**src/rtl/msrtc_pkg.sv**
```systemverilog
package msrtc_pkg;
  localparam logic [7:0] OFF_SEC    = 8'h08;
  localparam logic [7:0] OFF_SNAP   = 8'h0C;
  localparam logic [7:0] OFF_MSEC   = 8'h10;
  localparam int         MS_PER_SEC = 1000;
  localparam int         MS_W       = $clog2(MS_PER_SEC);
endpackage

```
**src/rtl/msrtc_prescale.sv**
```systemverilog
module msrtc_prescale #(
  parameter int DIV = 1000
) (
  input  logic clk,
  input  logic rst_n,
  input  logic ref_tick,
  input  logic clr,
  output logic ms_tick
);
  localparam int CNT_W = (DIV > 1) ? $clog2(DIV) : 1;
  localparam logic [CNT_W-1:0] LAST = CNT_W'(DIV - 1);

  logic [CNT_W-1:0] cnt_q, cnt_d;
  logic             at_last;

  assign at_last = (cnt_q == LAST);

  always_comb begin
    cnt_d   = cnt_q;
    ms_tick = 1'b0;
    if (clr) begin
      cnt_d = '0;
    end else if (ref_tick) begin
      if (at_last) begin
        cnt_d   = '0;
        ms_tick = 1'b1;
      end else begin
        cnt_d = cnt_q + 1'b1;
      end
    end
  end

  always_ff @(posedge clk or negedge rst_n) begin
    if (!rst_n) cnt_q <= '0;
    else        cnt_q <= cnt_d;
  end

  // without a reference tick or a clear, the prescaler holds its count
  a_r2_hold_without_tick: assert property (@(posedge clk) disable iff (!rst_n)
    (!ref_tick && !clr) |=> $stable(cnt_q));
  // a clear leaves the prescaler at zero
  a_r7_clear_prescaler: assert property (@(posedge clk) disable iff (!rst_n)
    clr |=> (cnt_q == '0));
endmodule

```
**src/rtl/msrtc_count.sv**
```systemverilog
module msrtc_count
  import msrtc_pkg::*;
#(
  parameter int SEC_W = 32
) (
  input  logic             clk,
  input  logic             rst_n,
  input  logic             ms_tick,
  input  logic             load,
  input  logic [SEC_W-1:0] load_val,
  output logic [MS_W-1:0]  msec,
  output logic [SEC_W-1:0] sec
);
  localparam logic [MS_W-1:0] MS_LAST = MS_W'(MS_PER_SEC - 1);

  logic [MS_W-1:0]  ms_q, ms_d;
  logic [SEC_W-1:0] sec_q, sec_d;

  always_comb begin
    ms_d  = ms_q;
    sec_d = sec_q;
    if (load) begin
      ms_d  = '0;
      sec_d = load_val;
    end else if (ms_tick) begin
      if (ms_q == MS_LAST) begin
        ms_d  = '0;
        sec_d = sec_q + 1'b1;
      end else begin
        ms_d = ms_q + 1'b1;
      end
    end
  end

  always_ff @(posedge clk or negedge rst_n) begin
    if (!rst_n) begin
      ms_q  <= '0;
      sec_q <= '0;
    end else begin
      ms_q  <= ms_d;
      sec_q <= sec_d;
    end
  end

  assign msec = ms_q;
  assign sec  = sec_q;

  // milliseconds never leave the 0..999 range
  a_r3_ms_range: assert property (@(posedge clk) disable iff (!rst_n)
    ms_q <= MS_LAST);
  // the advance after 999 rolls into the next second
  a_r3_rollover: assert property (@(posedge clk) disable iff (!rst_n)
    (ms_tick && !load && ms_q == MS_LAST) |=> (ms_q == '0 && sec_q == $past(sec_q) + 1'b1));
  // a load sets seconds and clears milliseconds
  a_r7_load: assert property (@(posedge clk) disable iff (!rst_n)
    load |=> (sec_q == $past(load_val) && ms_q == '0));
endmodule

```
**src/rtl/msrtc_regs.sv**
```systemverilog
module msrtc_regs
  import msrtc_pkg::*;
#(
  parameter int ADDR_W = 8,
  parameter int DATA_W = 32,
  parameter int SEC_W  = 32
) (
  input  logic              clk,
  input  logic              rst_n,
  input  logic [ADDR_W-1:0] addr,
  input  logic              rd,
  input  logic              wr,
  input  logic [MS_W-1:0]   msec,
  input  logic [SEC_W-1:0]  sec,
  output logic              load,
  output logic [DATA_W-1:0] rdata
);
  logic              hit_sec, hit_snap, hit_ms, snap_en;
  logic [SEC_W-1:0]  snap_q, snap_d;
  logic [DATA_W-1:0] rdata_d;

  assign hit_sec  = (addr == ADDR_W'(OFF_SEC));
  assign hit_snap = (addr == ADDR_W'(OFF_SNAP));
  assign hit_ms   = (addr == ADDR_W'(OFF_MSEC));
  assign load     = wr && hit_sec;
  assign snap_en  = rd && hit_ms;

  always_comb begin
    snap_d = snap_q;
    if (snap_en) snap_d = sec;
  end

  always_comb begin
    rdata_d = '0;
    if (rd) begin
      if (hit_sec)       rdata_d = DATA_W'(sec);
      else if (hit_snap) rdata_d = DATA_W'(snap_q);
      else if (hit_ms)   rdata_d = DATA_W'(msec);
    end
  end

  always_ff @(posedge clk or negedge rst_n) begin
    if (!rst_n) begin
      snap_q <= '0;
      rdata  <= '0;
    end else begin
      snap_q <= snap_d;
      rdata  <= rdata_d;
    end
  end

  // the snapshot captures the seconds seen at the millisecond read
  a_r5_snap_capture: assert property (@(posedge clk) disable iff (!rst_n)
    snap_en |=> (snap_q == $past(sec)));
  // no other access disturbs the snapshot
  a_r5_snap_hold: assert property (@(posedge clk) disable iff (!rst_n)
    !snap_en |=> $stable(snap_q));
  // read data is zero after a cycle without a read
  a_r4_idle_zero: assert property (@(posedge clk) disable iff (!rst_n)
    !rd |=> (rdata == '0));
endmodule

```
**src/rtl/msec_rtc.sv**
```systemverilog
module msec_rtc
  import msrtc_pkg::*;
#(
  parameter int REF_DIV = 1000,
  parameter int ADDR_W  = 8,
  parameter int DATA_W  = 32
) (
  input  logic              clk,
  input  logic              rst_n,
  input  logic              ref_tick,
  input  logic              suspend,
  input  logic [ADDR_W-1:0] bus_addr,
  input  logic              bus_rd,
  input  logic              bus_wr,
  input  logic [DATA_W-1:0] bus_wdata,
  output logic [DATA_W-1:0] bus_rdata
);
  localparam int SEC_W = DATA_W;

  logic             rst_meta, rst_s;
  logic             ms_tick, load;
  logic [MS_W-1:0]  ms_val;
  logic [SEC_W-1:0] sec_val;

  always_ff @(posedge clk or negedge rst_n) begin
    if (!rst_n) begin
      rst_meta <= 1'b0;
      rst_s    <= 1'b0;
    end else begin
      rst_meta <= 1'b1;
      rst_s    <= rst_meta;
    end
  end

  msrtc_prescale #(.DIV(REF_DIV)) u_presc (
    .clk(clk), .rst_n(rst_s), .ref_tick(ref_tick), .clr(load), .ms_tick(ms_tick)
  );

  msrtc_count #(.SEC_W(SEC_W)) u_count (
    .clk(clk), .rst_n(rst_s), .ms_tick(ms_tick), .load(load),
    .load_val(bus_wdata), .msec(ms_val), .sec(sec_val)
  );

  msrtc_regs #(.ADDR_W(ADDR_W), .DATA_W(DATA_W), .SEC_W(SEC_W)) u_regs (
    .clk(clk), .rst_n(rst_s), .addr(bus_addr), .rd(bus_rd), .wr(bus_wr),
    .msec(ms_val), .sec(sec_val), .load(load), .rdata(bus_rdata)
  );

  // a millisecond advance still lands while suspend is high
  a_r9_suspend_counts: assert property (@(posedge clk) disable iff (!rst_s)
    (suspend && ms_tick && !load && ms_val != MS_W'(MS_PER_SEC - 1))
      |=> (ms_val == $past(ms_val) + 1'b1));
endmodule

```
**config.mk**
```make
export PLATFORM = sky130hd
export DESIGN_NAME = msec_rtc
export DESIGN_NICKNAME = d
export VERILOG_FILES = /design/src/rtl/msrtc_pkg.sv /design/src/rtl/msrtc_prescale.sv /design/src/rtl/msrtc_count.sv /design/src/rtl/msrtc_regs.sv /design/src/rtl/msec_rtc.sv
export SDC_FILE = /design/constraint.sdc
export NUM_CORES = 1
export LEC_CHECK = 0
export BUFFER_PORTS_ARGS = -buffer_cell sky130_fd_sc_hd__buf_2
export CAP_MARGIN = 10
export CORE_ASPECT_RATIO = 1.2
export CORE_MARGIN = 10
export CORE_UTILIZATION = 30
export CTS_BUF_LIST = sky130_fd_sc_hd__clkbuf_8 sky130_fd_sc_hd__clkbuf_16
export DETAILED_ROUTE_END_ITERATION = 8
export GPL_TIMING_DRIVEN = 0
export MAX_ROUTING_LAYER = met4
export PLACE_DENSITY = 0.56
export REMOVE_ABC_BUFFERS = 1
export SLEW_MARGIN = 20
export SYNTH_ARGS = -nofsm -noshare
export SYNTH_HDL_FRONTEND = slang
export SYNTH_HIERARCHICAL = 1
export SYNTH_SLANG_ARGS = --single-unit
export TNS_END_PERCENT = 5
```
**constraint.sdc**
```tcl
create_clock -name clk -period 4.15 [get_ports clk]
set_input_delay 0.415 -clock clk [delete_from_list [all_inputs] [get_ports clk]]
set_output_delay 0.415 -clock clk [all_outputs]
set_load 0.02 [all_outputs]
```
==> metrics.cfg <==
[timing]
timing.final.crit_share_pct = 86.9
setup_slack_ps = 544
fmax_mhz = 277
min_period_ps = 3610
rsz0062_at_grt = false
slew_headroom_pct = 26.0
setup_viol = 0
skew_ps = 8.91
drv_slew = 0
max_slew.worst_pin.slew_ps = 1110
timing_hold_violations_final = 0

[worst_setup_path]
path_depth = 9
endpoint = u_count/sec[31]
path_delay_family = simple AND/OR/NAND/NOR gates
cp-startpoint = bus_addr[2]
r2r_end = u_count/sec[31]
path_max_fanout = 62
cp_num_buf_inv = 2
end_kind = register
reg2reg_depth = 8
critPathMaxStageDelay_ps = 560
regToRegStartpoint = u_presc/cnt_q[0]
crit_type = input port to register
crit_chain = clkbuf_4 > and4b_4 > buf_16 > nor4_2 > and3_1 > nand3_1 > nor4_1 > xor2_1 > mux2_2
start_kind = input port
r2r_slack_ps = 890
required_ps = 4450
slowest_stage = nor4_2
worstPathArrival_ps = 3910

[cells_and_area]
n_fill_cell = 1881
area_growth_pct = 22.6
final_cells = 875
antennaDiodeCount = 0
design_area_mm2 = 0.00718
layout-drive-gt1-share_pct = 25.4
final_util_pct = 37.7
final_nets = 655

[routing]
post_drt_wl_per_cell_um = 17.0
viasPerCell = 4.82
post-route-drc-count = 0
drt-total-wl_um = 14900
drtPass1Iterations = 5
antenna_left = 0
vias = 4215
drt_iter0_drc = 249

[die]
start_util_pct = 30.7
die_w_um = 148
die-area_mm2 = 0.0255
die_h_um = 173
core.rowCount = 55
io_pins = 78
core-area_mm2 = 0.0191

[yosys]
yosysWarnings = 6
synth_area_leaders = dfrtp_1 50%, mux2_4 7.7%, mux2i_1 4.1%
synth_cells = 535
ys.flop_type = dfrtp_1
yosysTopAreaCellShare_pct = 50.4
synth_top_area_cell = dfrtp_1
postSynthAreaPerCell_um2 = 10.9
yosysSeqAreaShare_pct = 50.4
synth_cell_types = 51
synth_seq_cells = 118
syn_area_mm2 = 0.00586
async_flop_share_pct = 100
synth_edf_count = 0

[hold_path]
hold_class = input port to register

[clock_network]
cts_made_buffers = 17
clk_pin_slew_worst_paths_ps = 60
clock_latency_ps = 420
clock_sinks = 118
htree_levels = 4
cts_tree = built
cts_root_buf = clkbuf_16
clockBufferDepth = 2

[grt]
grt_pass1_wl_um = 24500
grt_max_degree = 63
antenna_found_initial = 0
grt_overflow = 0
grt_usage_pct = 12.3
grt_pass1_vias = 4509

[run_status]
status = finished, final reports clean

[placed_design]
place_inst = 842
dpl-instance-area_mm2 = 0.00650
dp_slack_ps = -374
io_buffers = 76
place.gp.congestion = 0.755
place_hpwl_um = 10100

[power_and_ir_drop]
max-vdd-ir-drop_v = 0.000281
pwr_density_cell_mw_per_mm2 = 424
leakagePower_nw = 3.30

[run]
maxCapViolations = 0

-- layer usage --
| layer | GRT usage (%) | part of all wire (%) | vias up | wire length, um |
|---|---|---|---|---|
| met4 | 4.05 | 0.75 | 0 | 111 |
| met1 | 14.1 | 44 | 2089 | 6600 |
| met3 | 3.50 | 4.0 | 8 | 591 |
| li1 | - | - | 2040 | - |
| met5 | - | 0 | - | 0 |
| met2 | 20.1 | 51 | 78 | 7550 |
-- sequential cells by signal (all words and copies together), names as in the netlist --
signal and cells:
u_count/sec 32, rst_s 1, rst_meta 1, u_regs/rdata 32, u_regs/snap_q 32, u_count/msec 10, u_presc/cnt_q 10
-- report_power, final --
part	internal (mW)	leakage [nW]	switching, mW
clock network	1.12	0.331	0.510
logic	0.0755	1.36	0.0844
registers	1.19	1.61	0.0635
total	2.39	3.30	0.657
-- cells in the mapped netlist, types with 15 or more instances --
| master | number |
|---|---|
| o21ai_0 | 28 |
| nand3b_1 | 22 |
| nand2_1 | 57 |
| nor3_1 | 15 |
| xnor2_1 | 26 |
| mux2i_1 | 24 |
| mux2_4 | 30 |
| nor2_1 | 33 |
| nand3_1 | 16 |
| clkbuf_1 | 19 |
| a21oi_1 | 16 |
| dfrtp_1 | 118 |
| xor2_1 | 15 |
-- worst register-to-register path, cell delays in order (launching register included) --
cell and delay, ps:
dfrtp_1 370, ha_1 240, nand3_1 170, nor4_2 540, and3_1 430, nand3_1 510, nor4_1 480, xor2_1 120
mux2_2 280
-- cells by family (layout without fill, tap and decap cells) --
| group | after synthesis | in the layout | synth area share [%] |
|---|---|---|---|
| and+or+nand+nor | 207 | 207 | 19.5 |
| buffers and inverters | 38 | 122 | 2.97 |
| DFF | 118 | 118 | 50.4 |
| AOI/OAI and AO/OA | 64 | 64 | 6.75 |
| other | 1 | 1 | 0.0640 |
| xor gates and xnor gates | 41 | 41 | 6.13 |
| adders and majority gates | 3 | 3 | 0.641 |
| muxes | 63 | 63 | 13.5 |
-- per-stage QoR --
stage / power, mW / setup TNS, ps / hold slack, ps
floorplan: 1.36 / 0 / 119
CTS: 3.09 / 0 / 185
detailed placement: 1.44 / -5190 / 204
finish: 3.05 / 0 / 203
global route: 3.17 / 0 / 203
global placement: 1.42 / -132360 / 202
-- how the worst min path moves through the flow --
stage	from	depth (start not counted)	to
2_1_floorplan	rst_n	0	rst_meta
3_3_place_gp	rst_n	1	rst_meta
3_5_place_dp	rst_n	1	rst_meta
4_1_cts	bus_wdata[0]	3	u_count/sec[0]
5_1_grt	bus_wdata[25]	3	u_count/sec[25]
6_report	bus_wdata[0]	3	u_count/sec[0]
-- area by class of cell --
| type | instances | area (um2) | share of cell area [%] |
|---|---|---|---|
| timing repair buffer | 80 | 460 | 6.41 |
| clock buffer | 21 | 480 | 6.69 |
| tap | 256 | 320 | 4.46 |
| inverter | 10 | 37.5 | 0.523 |
| multi-input combinational | 379 | 2750 | 38.3 |
| clock inverter | 11 | 180 | 2.51 |
| sequential | 118 | 2960 | 41.2 |
-- placed cells by master (no fill, tap or decap), types with 3 or more instances in the layout --
master,instances
nor2_1,33
nor3_1,15
a21oi_1,16
nand3b_1,22
ha_1,3
bufinv_16,5
clkbuf_16,17
clkbuf_8,4
nand2_1,57
or3_1,3
buf_2,75
o21ai_0,28
dfrtp_1,117
and4_1,5
mux2i_1,24
nand3_1,16
nor4_1,11
mux2_2,9
mux2_4,30
inv_1,13
and3_1,9
xnor2_1,26
and2_1,4
xor2_1,15
a21o_1,10
nand4_1,13
-- repair_timing --
action | 4_1_cts | 5_1_grt
hold buffers | 1 | 0
buffers inserted | 0 | 0
setup endpoints to repair | 0 | 22
resized for setup | 0 | 2
endpoints found under the hold margin | 2 | 0
Power figures use the tool's default switching activity.
